===== src/rtl/adc_seq_pkg.sv =====
package adc_seq_pkg;

    localparam int CH_W        = 4;
    localparam int NUM_SEQ     = 2;
    localparam int SEQ_DEPTH   = 8;
    localparam int TOTAL       = NUM_SEQ * SEQ_DEPTH;
    localparam int IDX_W       = $clog2(TOTAL);
    localparam int RES_W       = 12;
    localparam int WAKE_CYCLES = 24;
    localparam int WAKE_W      = $clog2(WAKE_CYCLES + 1);
    localparam int MAX_LAT     = 12 / 2 + 3;
    localparam int LAT_W       = $clog2(MAX_LAT + 1);
    localparam int ADDR_W      = 6;
    localparam int HOST_W      = 16;
    localparam int PAGE_W      = ADDR_W - IDX_W;

    localparam logic [ADDR_W-1:0] ADDR_CTRL    = 6'h00;
    localparam logic [ADDR_W-1:0] ADDR_LEN0    = 6'h01;
    localparam logic [ADDR_W-1:0] ADDR_LEN1    = 6'h02;
    localparam logic [ADDR_W-1:0] ADDR_OVR_CLR = 6'h03;
    localparam logic [PAGE_W-1:0] PAGE_ENTRY   = 2'd1;
    localparam logic [PAGE_W-1:0] PAGE_RESULT  = 2'd2;

    typedef enum logic [2:0] {
        ST_IDLE,
        ST_WAKE,
        ST_SAMPLE,
        ST_DRAIN,
        ST_DONE
    } seq_state_e;

    typedef struct packed {
        logic       shd;
        logic [1:0] res_sel;
        logic       wake_each;
        logic       chain;
        logic       sleep;
        logic       en;
    } ctrl_t;

    typedef struct packed {
        logic             valid;
        logic             last;
        logic [IDX_W-1:0] idx;
    } tag_t;

    function automatic logic [LAT_W-1:0] conv_latency(input logic [1:0] res_sel,
                                                      input logic       shd);
        logic [LAT_W-1:0] half;
        unique case (res_sel)
            2'd0:    half = LAT_W'(4);
            2'd1:    half = LAT_W'(5);
            default: half = LAT_W'(6);
        endcase
        return half + LAT_W'(3) - LAT_W'(shd);
    endfunction

endpackage


===== src/rtl/adc_seq_regs.sv =====
module adc_seq_regs
    import adc_seq_pkg::*;
(
    input  logic                 clk,
    input  logic                 rst_n,
    input  logic                 we,
    input  logic [ADDR_W-1:0]    waddr,
    input  logic [HOST_W-1:0]    wdata,
    input  logic [ADDR_W-1:0]    raddr,
    output logic [HOST_W-1:0]    rdata,
    output ctrl_t                ctrl,
    output logic [IDX_W-1:0]     len0,
    output logic [IDX_W-2:0]     len1,
    output logic [NUM_SEQ-1:0]   ovr_clr,
    input  logic [IDX_W-1:0]     ent_idx,
    output logic [CH_W-1:0]      ent_pos,
    output logic [CH_W-1:0]      ent_neg,
    input  logic                 res_we,
    input  logic [IDX_W-1:0]     res_idx,
    input  logic [RES_W-1:0]     res_data
);

    logic [$bits(ctrl_t)-1:0] ctrl_q;
    logic [IDX_W-1:0]         len0_q;
    logic [IDX_W-2:0]         len1_q;
    logic [2*CH_W-1:0]        ent_q [TOTAL];
    logic [RES_W-1:0]         res_q [TOTAL];

    always_ff @(posedge clk or negedge rst_n) begin
        if (!rst_n) begin
            ctrl_q <= '0;
            len0_q <= '0;
            len1_q <= '0;
        end else if (we) begin
            if (waddr == ADDR_CTRL) ctrl_q <= wdata[$bits(ctrl_t)-1:0];
            if (waddr == ADDR_LEN0) len0_q <= wdata[IDX_W-1:0];
            if (waddr == ADDR_LEN1) len1_q <= wdata[IDX_W-2:0];
        end
    end

    for (genvar i = 0; i < TOTAL; i++) begin : g_slot
        always_ff @(posedge clk or negedge rst_n) begin
            if (!rst_n) begin
                ent_q[i] <= '0;
            end else if (we && waddr[ADDR_W-1:IDX_W] == PAGE_ENTRY
                         && waddr[IDX_W-1:0] == IDX_W'(i)) begin
                ent_q[i] <= wdata[2*CH_W-1:0];
            end
        end

        always_ff @(posedge clk or negedge rst_n) begin
            if (!rst_n) begin
                res_q[i] <= '0;
            end else if (res_we && res_idx == IDX_W'(i)) begin
                res_q[i] <= res_data;
            end
        end
    end

    assign ctrl    = ctrl_t'(ctrl_q);
    assign len0    = len0_q;
    assign len1    = len1_q;
    assign ovr_clr = (we && waddr == ADDR_OVR_CLR) ? wdata[NUM_SEQ-1:0] : '0;
    assign ent_pos = ent_q[ent_idx][CH_W-1:0];
    assign ent_neg = ent_q[ent_idx][2*CH_W-1:CH_W];

    always_comb begin
        rdata = '0;
        if (raddr == ADDR_CTRL) begin
            rdata = HOST_W'(ctrl_q);
        end else if (raddr == ADDR_LEN0) begin
            rdata = HOST_W'(len0_q);
        end else if (raddr == ADDR_LEN1) begin
            rdata = HOST_W'(len1_q);
        end else if (raddr[ADDR_W-1:IDX_W] == PAGE_ENTRY) begin
            rdata = HOST_W'(ent_q[raddr[IDX_W-1:0]]);
        end else if (raddr[ADDR_W-1:IDX_W] == PAGE_RESULT) begin
            rdata = HOST_W'(res_q[raddr[IDX_W-1:0]]);
        end
    end

endmodule


===== src/rtl/adc_seq_pipe.sv =====
module adc_seq_pipe
    import adc_seq_pkg::*;
(
    input  logic              clk,
    input  logic              rst_n,
    input  logic              flush,
    input  logic              push,
    input  logic              push_last,
    input  logic [IDX_W-1:0]  push_idx,
    input  logic [LAT_W-1:0]  lat,
    output logic              wb_valid,
    output logic              wb_last,
    output logic [IDX_W-1:0]  wb_idx
);

    tag_t tag_q [MAX_LAT];
    tag_t tap;

    always_ff @(posedge clk or negedge rst_n) begin
        if (!rst_n) begin
            tag_q[0] <= '0;
        end else if (flush) begin
            tag_q[0] <= '0;
        end else begin
            tag_q[0] <= '{valid: push, last: push_last, idx: push_idx};
        end
    end

    for (genvar i = 1; i < MAX_LAT; i++) begin : g_stage
        always_ff @(posedge clk or negedge rst_n) begin
            if (!rst_n) begin
                tag_q[i] <= '0;
            end else if (flush) begin
                tag_q[i] <= '0;
            end else begin
                tag_q[i] <= tag_q[i-1];
            end
        end
    end

    // the result for a tag is present on the converter output lat cycles after its sample
    always_comb begin
        tap = '0;
        for (int i = 0; i < MAX_LAT; i++) begin
            if (LAT_W'(i + 1) == lat) tap = tag_q[i];
        end
    end

    assign wb_valid = tap.valid;
    assign wb_last  = tap.last;
    assign wb_idx   = tap.idx;

endmodule


===== src/rtl/adc_seq_fsm.sv =====
module adc_seq_fsm
    import adc_seq_pkg::*;
(
    input  logic                clk,
    input  logic                rst_n,
    input  ctrl_t               ctrl,
    input  logic [IDX_W-1:0]    len0,
    input  logic [IDX_W-2:0]    len1,
    input  logic [NUM_SEQ-1:0]  soc,
    input  logic [NUM_SEQ-1:0]  ovr_clr,
    input  logic                wb_valid,
    input  logic                wb_last,
    output logic [IDX_W-1:0]    cur_idx,
    output logic                push,
    output logic                push_last,
    output logic                flush,
    output logic                adc_power,
    output logic [NUM_SEQ-1:0]  busy,
    output logic [NUM_SEQ-1:0]  eos,
    output logic [NUM_SEQ-1:0]  overrun
);

    localparam logic [IDX_W-1:0] SEQ1_BASE = IDX_W'(SEQ_DEPTH);

    seq_state_e          state_q, state_d;
    logic                sel_q, sel_d;
    logic [IDX_W-1:0]    cur_q, cur_d;
    logic [IDX_W-1:0]    end_q, end_d;
    logic [WAKE_W-1:0]   wcnt_q, wcnt_d;
    logic                warm_q, warm_d;
    logic [NUM_SEQ-1:0]  ovr_q, ovr_d;
    logic                take0, take1, lose0, lose1;

    always_comb begin
        take0 = ctrl.en && state_q == ST_IDLE && soc[0];
        take1 = ctrl.en && state_q == ST_IDLE && soc[1] && !soc[0] && !ctrl.chain;
        lose0 = ctrl.en && soc[0] && state_q != ST_IDLE;
        lose1 = ctrl.en && soc[1] && !ctrl.chain && (state_q != ST_IDLE || soc[0]);
    end

    always_comb begin
        state_d = state_q;
        sel_d   = sel_q;
        cur_d   = cur_q;
        end_d   = end_q;
        wcnt_d  = wcnt_q;
        warm_d  = warm_q;
        unique case (state_q)
            ST_IDLE: begin
                if (ctrl.sleep) warm_d = 1'b0;
                if (take0 || take1) begin
                    sel_d   = take1;
                    cur_d   = take1 ? SEQ1_BASE : '0;
                    end_d   = take1 ? SEQ1_BASE + IDX_W'(len1)
                                    : (ctrl.chain ? len0 : IDX_W'(len0[IDX_W-2:0]));
                    wcnt_d  = '0;
                    state_d = (warm_q && !ctrl.sleep) ? ST_SAMPLE : ST_WAKE;
                end
            end
            ST_WAKE: begin
                if (wcnt_q == WAKE_W'(WAKE_CYCLES - 1)) begin
                    warm_d  = 1'b1;
                    state_d = ST_SAMPLE;
                end else begin
                    wcnt_d = wcnt_q + WAKE_W'(1);
                end
            end
            ST_SAMPLE: begin
                cur_d = cur_q + IDX_W'(1);
                if (cur_q == end_q) begin
                    if (ctrl.sleep) warm_d = 1'b0;
                    state_d = ST_DRAIN;
                end else if (ctrl.sleep && ctrl.wake_each) begin
                    warm_d  = 1'b0;
                    wcnt_d  = '0;
                    state_d = ST_WAKE;
                end
            end
            ST_DRAIN: begin
                if (wb_valid && wb_last) state_d = ST_DONE;
            end
            ST_DONE: begin
                state_d = ST_IDLE;
            end
            default: state_d = ST_IDLE;
        endcase
        if (!ctrl.en) begin
            state_d = ST_IDLE;
            warm_d  = 1'b0;
        end
        ovr_d = (ovr_q & ~ovr_clr) | {lose1, lose0};
    end

    always_ff @(posedge clk or negedge rst_n) begin
        if (!rst_n) begin
            state_q <= ST_IDLE;
            sel_q   <= 1'b0;
            cur_q   <= '0;
            end_q   <= '0;
            wcnt_q  <= '0;
            warm_q  <= 1'b0;
            ovr_q   <= '0;
        end else begin
            state_q <= state_d;
            sel_q   <= sel_d;
            cur_q   <= cur_d;
            end_q   <= end_d;
            wcnt_q  <= wcnt_d;
            warm_q  <= warm_d;
            ovr_q   <= ovr_d;
        end
    end

    always_comb begin
        cur_idx   = cur_q;
        push      = ctrl.en && state_q == ST_SAMPLE;
        push_last = cur_q == end_q;
        flush     = !ctrl.en;
        adc_power = ctrl.en && (warm_q || state_q == ST_WAKE || state_q == ST_SAMPLE);
        overrun   = ovr_q;
        busy      = '0;
        eos       = '0;
        if (state_q != ST_IDLE) busy[sel_q] = 1'b1;
        if (state_q == ST_DONE) eos[sel_q]  = 1'b1;
    end

endmodule


===== src/rtl/adc_seq_ctrl.sv =====
module adc_seq_ctrl
    import adc_seq_pkg::*;
(
    input  logic                clk,
    input  logic                rst_n,
    input  logic                host_we,
    input  logic [ADDR_W-1:0]   host_waddr,
    input  logic [HOST_W-1:0]   host_wdata,
    input  logic [ADDR_W-1:0]   host_raddr,
    output logic [HOST_W-1:0]   host_rdata,
    input  logic [NUM_SEQ-1:0]  soc_req,
    output logic                adc_power,
    output logic                adc_sample,
    output logic [CH_W-1:0]     adc_pos_sel,
    output logic [CH_W-1:0]     adc_neg_sel,
    input  logic [RES_W-1:0]    adc_code,
    output logic [NUM_SEQ-1:0]  seq_busy,
    output logic [NUM_SEQ-1:0]  seq_eos,
    output logic [NUM_SEQ-1:0]  seq_overrun
);

    ctrl_t               ctrl;
    logic [IDX_W-1:0]    len0;
    logic [IDX_W-2:0]    len1;
    logic [NUM_SEQ-1:0]  ovr_clr;
    logic [IDX_W-1:0]    cur_idx;
    logic                push, push_last, flush;
    logic                wb_valid, wb_last;
    logic [IDX_W-1:0]    wb_idx;
    logic [LAT_W-1:0]    lat;
    logic                conv_en, chain_mode;

    assign lat        = conv_latency(ctrl.res_sel, ctrl.shd);
    assign conv_en    = ctrl.en;
    assign chain_mode = ctrl.chain;
    assign adc_sample = push;

    adc_seq_regs u_regs (
        .clk      (clk),
        .rst_n    (rst_n),
        .we       (host_we),
        .waddr    (host_waddr),
        .wdata    (host_wdata),
        .raddr    (host_raddr),
        .rdata    (host_rdata),
        .ctrl     (ctrl),
        .len0     (len0),
        .len1     (len1),
        .ovr_clr  (ovr_clr),
        .ent_idx  (cur_idx),
        .ent_pos  (adc_pos_sel),
        .ent_neg  (adc_neg_sel),
        .res_we   (wb_valid),
        .res_idx  (wb_idx),
        .res_data (adc_code)
    );

    adc_seq_fsm u_fsm (
        .clk       (clk),
        .rst_n     (rst_n),
        .ctrl      (ctrl),
        .len0      (len0),
        .len1      (len1),
        .soc       (soc_req),
        .ovr_clr   (ovr_clr),
        .wb_valid  (wb_valid),
        .wb_last   (wb_last),
        .cur_idx   (cur_idx),
        .push      (push),
        .push_last (push_last),
        .flush     (flush),
        .adc_power (adc_power),
        .busy      (seq_busy),
        .eos       (seq_eos),
        .overrun   (seq_overrun)
    );

    adc_seq_pipe u_pipe (
        .clk       (clk),
        .rst_n     (rst_n),
        .flush     (flush),
        .push      (push),
        .push_last (push_last),
        .push_idx  (cur_idx),
        .lat       (lat),
        .wb_valid  (wb_valid),
        .wb_last   (wb_last),
        .wb_idx    (wb_idx)
    );

endmodule


===== config.mk =====
export PLATFORM = sky130hd
export DESIGN_NAME = adc_seq_ctrl
export DESIGN_NICKNAME = d
export VERILOG_FILES = /design/src/rtl/adc_seq_pkg.sv /design/src/rtl/adc_seq_regs.sv /design/src/rtl/adc_seq_pipe.sv /design/src/rtl/adc_seq_fsm.sv /design/src/rtl/adc_seq_ctrl.sv
export SDC_FILE = /design/constraint.sdc
export NUM_CORES = 1
export LEC_CHECK = 0
export BUFFER_PORTS_ARGS = -buffer_cell sky130_fd_sc_hd__buf_2
export CAP_MARGIN = 20
export CORE_AREA = 2 2 193 195
export CTS_CLUSTER_DIAMETER = 200
export DETAILED_ROUTE_END_ITERATION = 6
export DIE_AREA = 0 0 195 197
export GPL_ROUTABILITY_DRIVEN = 0
export MAX_ROUTING_LAYER = met4
export PLACE_DENSITY = 0.82
export SYNTH_ARGS = -nofsm -noshare
export SYNTH_HDL_FRONTEND = slang
export SYNTH_SLANG_ARGS = --single-unit
export TNS_END_PERCENT = 1

===== constraint.sdc =====
create_clock -name clk -period 2.8 [get_ports clk]
set_input_delay 0.28 -clock clk [delete_from_list [all_inputs] [get_ports clk]]
set_output_delay 0.28 -clock clk [all_outputs]
set_load 0.01 [all_outputs]

==> flow_summary.toml, run 1 <==
[routing]
first_iter_violations = 1033
final_antenna_net_count = 0
wl_per_cell_um = 24.54
vias = 12320
drt_wl_total_um = 47460
drtPass1Iterations = 5
routed_via_density = 6.370
route.detailed.drc = 0

[timing]
finalCritPeriodShare_pct = 98.90
finalSetupViolCount = 0
layout_setup_ws_ns = 0.03066
fin_hold_ws_ns = 0.03917
max_slew_margin_pct = 52.08
worstMarginPinSlew_ns = 0.7168
maxSlewViolCount = 0
fmax_ghz = 0.3611
finClkSkew_ns = 0.01947
grt_setup_unrepaired = "true"
tns_ns = 0
finalHoldViolCount = 0
period_needed_ns = 2.769

[placement]
place_ws_ns = 0.06713
dpl.hpwl_um = 29750
io_buffers = 64

[layout]
n_fill_cell = 2574
syn2layout_area_growth_pct = 14.35
final_util_pct = 62.10
final_nets = 1479
drive_gt1_share_pct = 39.81

[global_routing]
grt_first_pass_wirelength_um = 74980
antenna_found_initial = 3
grt_pass1_vias = 12920
grt_overflow = 0
grt_max_degree = 85
grt.total_usage_pct = 26.24

[yosys]
synth-async-reset-ratio_pct = 100.0
synth.distinct_cells = 66
synth_edf_count = 0
synth.yosys.seq_area_share_pct = 51.85
synthesis.area_mm2 = 0.01969
synth_seq_cells = 408
synth-main-ff-cell = "dfrtp_1"
postSynthAreaPerCell_um2 = 14.62
syn-instance-count = 1347
yosysWarningCount = 0

[power_and_ir_drop]
peakVddDrop_mv = 0.4832
power.density_mw_per_mm2 = 775.4
p_int_w = 0.01263
leakage_nw = 10.28
clockPowerShare_pct = 32.8
switching_power_w = 0.004829
seqPwrFrac_pct = 44.3
switching_share_pct = 27.66
power.share.combinational_pct = 22.8

[floorplan]
dieArea_mm2 = 0.03842
die_w_um = 195
start_util_pct = 54.31
core_mm2 = 0.03626
ioPinCount = 77
chipHeight_um = 197
row_count = 70

[critical_path]
critPathArrivalTime_ns = 3.19
slowest_delay_ns = 0.61
startpoint_type = "flip-flop"
path_cells = "mux2_1 > mux4_2 > or4_4 > nor3_4 > buf_12 > mux2_1"
cp_top_family = "multiplexers"
crit_path_frequent_cell = "mux2_1"
path_buf_inv = 1
critPathCaptureType = "flip-flop"
required_ns = 3.22
critPathSlowestCell = "or4_4"
worstSetupPathType = "flip-flop to flip-flop"
path_max_fanout = 12

[clocking]
htreeDepth = 2
cts_root_buf = "clkbuf_16"
numClockSinks = 408
numCtsBuffers = 43
cts_tree = "done"
insertion_delay_ns = 0.55
cts_buffer_depth = 3
path_clk_slew_ns = 0.06

[run]
drv_cap = 0

[run_status]
status = "finished, final reports clean"

[min_path]
min-delay-path-class = "primary input to flip-flop"
## routing by layer
metal	vias up	wire [um]	global-route usage, %
li1	5186	-	-
met1	6568	19760	34.92
met2	456	22950	40.71
met3	110	3138	4.945
met4	0	1600	9.754
met5	-	0	-
## path summary, 6_finish.rpt
path / start / cells after the start / slack (ns) / endpoint
worst min-delay path: soc_req[0] / 2 / 0.04 / u_fsm.sel_q
min in group asynchronous: rst_n / 2 / 0.33 / u_fsm.wcnt_q[2]
worst max register to register: u_regs.ctrl[4] / 6 / 0.03 / u_regs.res_q[23]
max in group asynchronous: rst_n / 3 / 1.64 / u_regs.ent_q[54]
worst max-delay path: u_regs.ctrl[4] / 6 / 0.03 / u_regs.res_q[23]
worst min register to register: u_pipe.tag_q[37] / 1 / 0.45 / u_pipe.tag_q[31]
## cell usage after synthesis, types with 6 or more instances
cell      count  area [um2]
a21oi_1      14       70.07
a31oi_1       7       43.79
and2_1       53       331.6
buf_1        16       60.06
buf_2         8       40.04
buf_4         6       45.04
clkbuf_1     69       259.0
dfrtp_1     408       10210
inv_1        12       45.04
mux2_1       97        1092
mux2_2      236        2658
mux2_4       10       150.1
mux2i_1      49       490.5
mux4_2      121        2725
nand2_1      38       142.6
nand2b_1      9       56.30
nand3_1      17       85.08
nand4_1       7       43.79
nor2_1       34       127.6
nor2b_1      19       118.9
nor3_1       13       65.06
o21ai_0      11       55.05
xnor2_1       6       52.55
## cell families (layout without fill, tap and decap cells)
kind of cell | after synthesis | in the layout | synth area share (%)
fa+ha+maj | 2 | 2 | 0.1271
simple gates | 215 | 215 | 5.979
compound gates | 85 | 85 | 3.094
buf+inv | 116 | 228 | 2.491
other cells | 1 | 8 | 0.01904
xor+xnor | 7 | 7 | 0.3113
flops | 408 | 408 | 51.85
mux | 513 | 513 | 36.13
## state kept, by name, summed over array words and instances (netlist names), 3 cells and up
register	cells
u_regs.len1	3
u_regs.ent_q	128
u_fsm.wcnt_q	5
u_fsm.cur_idx	4
u_regs.ctrl	7
u_regs.len0	4
u_fsm.end_q	4
u_pipe.tag_q	54
u_regs.res_q	192
u_fsm.state_q	3
## cells in the final DEF, fill, tap and decap left out, types with 5 or more instances in the layout
| master | instances |
|---|---|
| dfrtp_1 | 406 |
| clkbuf_1 | 12 |
| nor2b_1 | 19 |
| o21ai_0 | 11 |
| a22oi_1 | 5 |
| clkbuf_16 | 45 |
| buf_4 | 51 |
| buf_12 | 22 |
| clkbuf_8 | 10 |
| mux4_2 | 121 |
| buf_2 | 58 |
| mux2i_1 | 49 |
| nand2b_1 | 9 |
| nand2_1 | 38 |
| mux2_2 | 236 |
| buf_6 | 5 |
| mux2_1 | 97 |
| nand3_1 | 17 |
| a21oi_1 | 14 |
| xnor2_1 | 6 |
| a31oi_1 | 7 |
| o22ai_1 | 5 |
| and2_1 | 53 |
| nand4_1 | 7 |
| nor2_1 | 34 |
| nor3_1 | 11 |
| mux2_4 | 10 |
| inv_1 | 12 |
## per-stage QoR
step	total power, W	instances	cell area [um2]
finish	0.01746	1934	22520
global route	0.01826	1933	22520
CTS	0.01747	1930	22470
detailed placement	0.01165	1852	21010
global placement	0.01144	1852	21010
floorplan	0.01039	1350	19700
## power by group through the flow
stage          logic, W  clock network (W)  registers, W
2_1_floorplan   0.00288                  0       0.00751
3_3_place_gp    0.00372                  0       0.00772
3_5_place_dp    0.00384                  0       0.00781
4_1_cts         0.00396            0.00580       0.00771
5_1_grt         0.00432            0.00607       0.00786
6_report        0.00399            0.00573       0.00774
## worst reg2reg max path, stage by stage, from the launching register on
cell     delay (ns)
dfrtp_2        0.44
mux2_1         0.32
mux4_2         0.49
or4_4          0.61
nor3_4         0.24
buf_12         0.19
mux2_1         0.35
## layout make-up
type                    count  area (um2)  area share (%)
flip-flops and latches    408       10210           45.35
multi-input cells         826        9019           40.05
clock buffers              66        1284           5.701
repair buffers            139        1220           5.418
well taps                 468       585.6           2.600
clock inverters             9       135.1          0.6001
inverters                  14       52.55          0.2334
diodes                      4       10.01         0.04445
## repair_timing
action,in CTS,in global routing
setup buffers,2,0
endpoints found under the setup margin,6,30
cloned,0,1
pin swaps,0,1
hold buffers,1,0
endpoints found under the hold margin,75,0
gates resized for setup,2,6
(Power assumes the default switching activity.)
==> inputs of run 2 (changes only) <==
Settings changed: RECOVER_POWER from default to 100.
==> run 2 against run 1 <==
The flow now finishes with violations (capacitance limit, slew limit). Highest routed layer unchanged. Total power shrank 0.66%. First-iteration DRC count fell by 1.2%. Clock skew shrank 0.0016 ns. Largest cell class unchanged.
==> flow_summary.toml, run 2 (synthesis results as in run 1) <==
[run_status]
status = "finished with violations"
violations = "capacitance limit, slew limit"

[layout]
drive_gt1_share_pct = 37.28
largest-register = "u_regs.res_q"
reg_top3 = "u_regs.res_q (192), u_regs.ent_q (128), u_pipe.tag_q (54)"
instances_no_fill = 1934
n_fill_cell = 2636
final_nets = 1479
syn2layout_area_growth_pct = 12.95
largest_reg_flops = 192
final_cell_mix = "406 x dfrtp_1, 235 x mux2_2, 121 x mux4_2, 108 x mux2_1"
final_area_mm2 = 0.02224
mostFrequentLayoutCell = "dfrtp_1"

[clocking]
numClockSinks = 408
cts_root_buf = "clkbuf_16"
htreeDepth = 2
cts_tree = "done"
numCtsBuffers = 43
path_clk_slew_ns = 0.06
cts_buffer_depth = 3
insertion_delay_ns = 0.55

[timing]
finalSetupViolCount = 0
finalHoldViolCount = 0
maxSlewViolCount = 82
tns_ns = 0
finalCritPeriodShare_pct = 99.29
period_needed_ns = 2.780
max_slew_margin_pct = -36.73
grt_setup_unrepaired = "true"
finClkSkew_ns = 0.01791
fmax_ghz = 0.3597
worstMarginPinSlew_ns = 2.051

[global_routing]
grt_max_degree = 85
grt_first_pass_wirelength_um = 74980
antenna_found_initial = 3
grt.total_usage_pct = 26.24
grt_pass1_vias = 12920
grt_overflow = 0

[critical_path]
required_ns = 3.22
critPathArrivalTime_ns = 3.20
path_max_fanout = 12
worstSetupPathType = "flip-flop to flip-flop"
critPathSlowestCell = "or4_4"
slowest_delay_ns = 0.61
path_cells = "mux2_1 > mux4_2 > or4_4 > nor3_4 > buf_6 > mux2_1"
critPathCaptureType = "flip-flop"
startpoint_type = "flip-flop"
crit_path_frequent_cell = "mux2_1"

[routing]
final_antenna_net_count = 0
first_iter_violations = 1021
route.detailed.drc = 0
drt_wl_total_um = 47440
vias = 12260
routed_via_density = 6.340
wl_per_cell_um = 24.53
drtPass1Iterations = 5

[placement]
place_area_mm2 = 0.02101
place_inst = 1852
io_buffers = 64
dpl.hpwl_um = 29750

[power_and_ir_drop]
peakVddDrop_mv = 0.4815
leakage_nw = 10.05
power.density_mw_per_mm2 = 779.8

[floorplan]
die_w_um = 195
chipHeight_um = 197
dieArea_mm2 = 0.03842
core_mm2 = 0.03626
ioPinCount = 77
start_util_pct = 54.31
row_count = 70

[min_path]
min-delay-path-class = "primary input to flip-flop"

[run]
drv_cap = 1
## run 2: through the flow
step / hold WS (ns) / power, W / setup WS, ns / util, %
floorplan: -0.01559 / 0.01039 / 0.06378 / -
global placement: 0.3338 / 0.01144 / 0.1239 / 57.93
detailed placement: 0.3392 / 0.01165 / 0.06713 / 57.93
CTS: 0.02447 / 0.01747 / 0.006814 / 61.97
global route: 0.05112 / 0.01814 / -0.01232 / 61.34
finish: 0.04541 / 0.01735 / 0.01978 / 61.34
## run 2: worst max-delay path: cells and delay by family, from the launching register on
family | cells | cell delay (ns)
buf+inv | 1 | 0.22
flops | 1 | 0.44
simple gates | 2 | 0.81
mux | 3 | 1.17
## run 2: layout make-up
type / instances / area, um2 / share of cell area [%]
diodes: 4 / 10.01 / 0.04500
clock buffers: 66 / 1284 / 5.771
clock inverters: 9 / 135.1 / 0.6075
inverters: 14 / 52.55 / 0.2363
multi-input cells: 826 / 8971 / 40.33
flip-flops and latches: 408 / 10210 / 45.91
well taps: 468 / 585.6 / 2.633
repair buffers: 139 / 992.2 / 4.461
## run 2: worst paths after layout
| kind | startpoint | to | slack, ns | cells after the start |
|---|---|---|---|---|
| setup reg to reg | u_regs.ctrl[4] | u_regs.res_q[23] | 0.02 | 6 |
| max in group asynchronous | rst_n | u_regs.ctrl[4] | 0.47 | 3 |
| hold / removal | soc_req[0] | u_fsm.sel_q | 0.05 | 2 |
| min in group asynchronous | rst_n | u_fsm.wcnt_q[2] | 0.86 | 2 |
| hold reg to reg | u_pipe.tag_q[37] | u_pipe.tag_q[31] | 0.45 | 1 |
| setup / recovery | u_regs.ctrl[4] | u_regs.res_q[23] | 0.02 | 6 |
## run 2: where the power goes
| group | leakage (nW) | internal [W] | switching, W |
|---|---|---|---|
| registers | 5.32 | 0.00701 | 0.000728 |
| logic | 4.03 | 0.00209 | 0.00179 |
| clock network | 0.698 | 0.00343 | 0.00230 |
| total | 10.1 | 0.0125 | 0.00482 |
## run 2: timing repair
| action | in CTS | in global routing |
|---|---|---|
| setup endpoints to repair | 6 | 30 |
| endpoints found under the hold margin | 75 | 0 |
| pin swaps | 0 | 1 |
| buffers inserted | 2 | 0 |
| resized for setup | 2 | 6 |
| cloned | 0 | 1 |
| hold buffers | 1 | 0 |
## run 2: per-layer routing
layer  vias up  GRT usage, %  part of all wire (%)  wire length (um)
li1       5186             -                     -                 -
met1      6500         34.92                    42             19760
met4         0         9.754                   3.4              1593
met2       464         40.71                    48             22930
met5         -             -                     0                 0
met3       112         4.945                   6.7              3161
==> inputs of run 3 (changes only) <==
Settings changed: PLACE_DENSITY 0.82 to 0.74.
==> run 3 against run 2 <==
The run now ends clean. Core utilization is 0.86 points higher. Sequential power about the same. Hold slack improved by 0.082 ns. Global-route usage decreased by 0.13 points. Combinational power grew 4%. Cell area is 1.4% higher. Non-clock buffer count up 3. Critical path depth fell by 1. Via count decreased by 1.4%. Wire length decreased by 1.1%. Setup slack improved by 0.0085 ns. Die area unchanged. Critical path type is now flip-flop to output pin.
==> flow_summary.toml, run 3 (synthesis results as in run 1) <==
[run_status]
status = "finished, final reports clean"

[critical_path]
worst-path-stages = 5
critPathCaptureType = "output pin"
required_ns = 2.52
startpoint_type = "flip-flop"
path_max_fanout = 14
path_buf_inv = 3
reg2regPathDepth = 7
path_cells = "buf_12 > buf_16 > mux4_2 > mux4_2 > buf_2"
critPathArrivalTime_ns = 2.49
crit_path_frequent_cell = "mux4_2"
critPathSlowestCell = "mux4_2"
worstSetupPathType = "flip-flop to output pin"
slowest_delay_ns = 0.52
cp_top_family = "multiplexers"

[clocking]
htreeDepth = 2
path_clk_slew_ns = 0.06
insertion_delay_ns = 0.58
numCtsBuffers = 44
cts_root_buf = "clkbuf_16"
cts_tree = "done"
numClockSinks = 408
cts_buffer_depth = 3

[timing]
finClkSkew_ns = 0.01740
grt_setup_unrepaired = "true"
fmax_ghz = 0.3608
finalSetupViolCount = 0
tns_ns = 0
finalHoldViolCount = 0
finalCritPeriodShare_pct = 98.99
period_needed_ns = 2.772
maxSlewViolCount = 0
max_slew_margin_pct = 5.674
fin_hold_ws_ns = 0.1278
worstMarginPinSlew_ns = 1.415

[routing]
drt_wl_total_um = 46930
final_antenna_net_count = 0
route.detailed.drc = 0
vias = 12090
wl_per_cell_um = 24.19
first_iter_violations = 932
routed_via_density = 6.231
drtPass1Iterations = 5

[global_routing]
grt_first_pass_wirelength_um = 74240
grt_max_degree = 129
grt_pass1_vias = 12750
antenna_found_initial = 4
grt.total_usage_pct = 26.11
grt_overflow = 0

[layout]
n_fill_cell = 2661
final_area_mm2 = 0.02255
syn2layout_area_growth_pct = 14.53
mostFrequentLayoutCell = "dfrtp_1"
final_nets = 1483
instances_no_fill = 1940
largest_reg_flops = 192
final_cell_mix = "407 x dfrtp_1, 236 x mux2_2, 121 x mux4_2, 97 x mux2_1, 57 x buf_2"
reg_top3 = "u_regs.res_q (192), u_regs.ent_q (128), u_pipe.tag_q (54)"
drive_gt1_share_pct = 39.85
largest-register = "u_regs.res_q"

[placement]
io_buffers = 64
dpl.hpwl_um = 29480
place_inst = 1849
place_area_mm2 = 0.02096

[floorplan]
core_mm2 = 0.03626
die_w_um = 195
ioPinCount = 77
chipHeight_um = 197
start_util_pct = 54.31
row_count = 70
dieArea_mm2 = 0.03842

[min_path]
min-delay-path-class = "primary input to flip-flop"
hold_depth = 2

[power_and_ir_drop]
power.density_mw_per_mm2 = 783.7
peakVddDrop_mv = 0.5650
leakage_nw = 10.27
total_power_w = 0.01768

[run]
drv_cap = 0
==> run 3: cell types whose count changed in the layout (fill, tap and decap cells not counted), moves of 6 or more <==
cell,delta
clkbuf_2,-14
buf_12,+6
mux2_1,-11
buf_2,+8
clkbuf_1,-22
buf_6,-6
mux2_4,+10
buf_4,+22
==> run 3: area by class of cell <==
cell class	count	area, um2	area share (%)
well taps	468	585.6	2.596
diodes	4	10.01	0.04438
clock buffers	67	1359	6.025
inverters	14	52.55	0.2330
multi-input cells	826	9024	40.01
flip-flops and latches	408	10210	45.27
repair buffers	142	1186	5.259
clock inverters	11	126.4	0.5603
==> run 3: worst paths after layout <==
kind / endpoint / slack (ns) / start
setup / recovery: adc_neg_sel[3] / 0.03 / u_fsm.cur_idx[0]
hold / removal: u_regs.res_q[70] / 0.13 / adc_code[10]
setup reg to reg: u_regs.res_q[116] / 0.07 / u_regs.ctrl[4]
hold reg to reg: u_pipe.tag_q[40] / 0.45 / u_pipe.tag_q[46]
max in group asynchronous: u_regs.res_q[171] / 0.44 / rst_n
min in group asynchronous: u_fsm.wcnt_q[4] / 0.58 / rst_n
==> run 3: power breakdown <==
group | internal (W) | leakage, nW | switching [W] | total [W]
Combinational | 0.00225 | 4.22 | 0.00180 | 0.00405
Clock | 0.00353 | 0.733 | 0.00238 | 0.00591
Sequential | 0.00701 | 5.32 | 0.000714 | 0.00772
Total | 0.0128 | 10.3 | 0.00489 | 0.0177
==> run 3: what timing repair did <==
action,4_1_cts,5_1_grt
gates cloned,1,3
pin swaps,0,3
hold endpoints to repair,50,0
setup endpoints to repair,6,40
hold buffers,2,0
resized for setup,1,5
setup buffers,0,3
==> run 3: worst reg2reg max path, delay by kind of cell (launching register included) <==
| kind | cells | cell delay (ns) |
|---|---|---|
| multiplexers | 3 | 0.99 |
| AND/OR/NAND/NOR | 2 | 0.83 |
| flip-flops | 1 | 0.42 |
| buffers and inverters | 2 | 0.36 |
==> run 3: per-stage QoR <==
step	setup WS, ns	utilization, %
after detailed placement	0.02287	57.80
after floorplan	0.06378	-
after global placement	0.07248	57.80
after global routing	-0.02965	62.20
final	0.02831	62.20
after CTS	-0.02333	62.03
==> run 3: metal layers <==
layer	part of all wire, %	global-route usage (%)	routed length [um]
met3	6.0	5.424	2803
met4	3.6	10.15	1697
met2	47	39.30	21870
met1	44	35.25	20560
met5	0	-	0
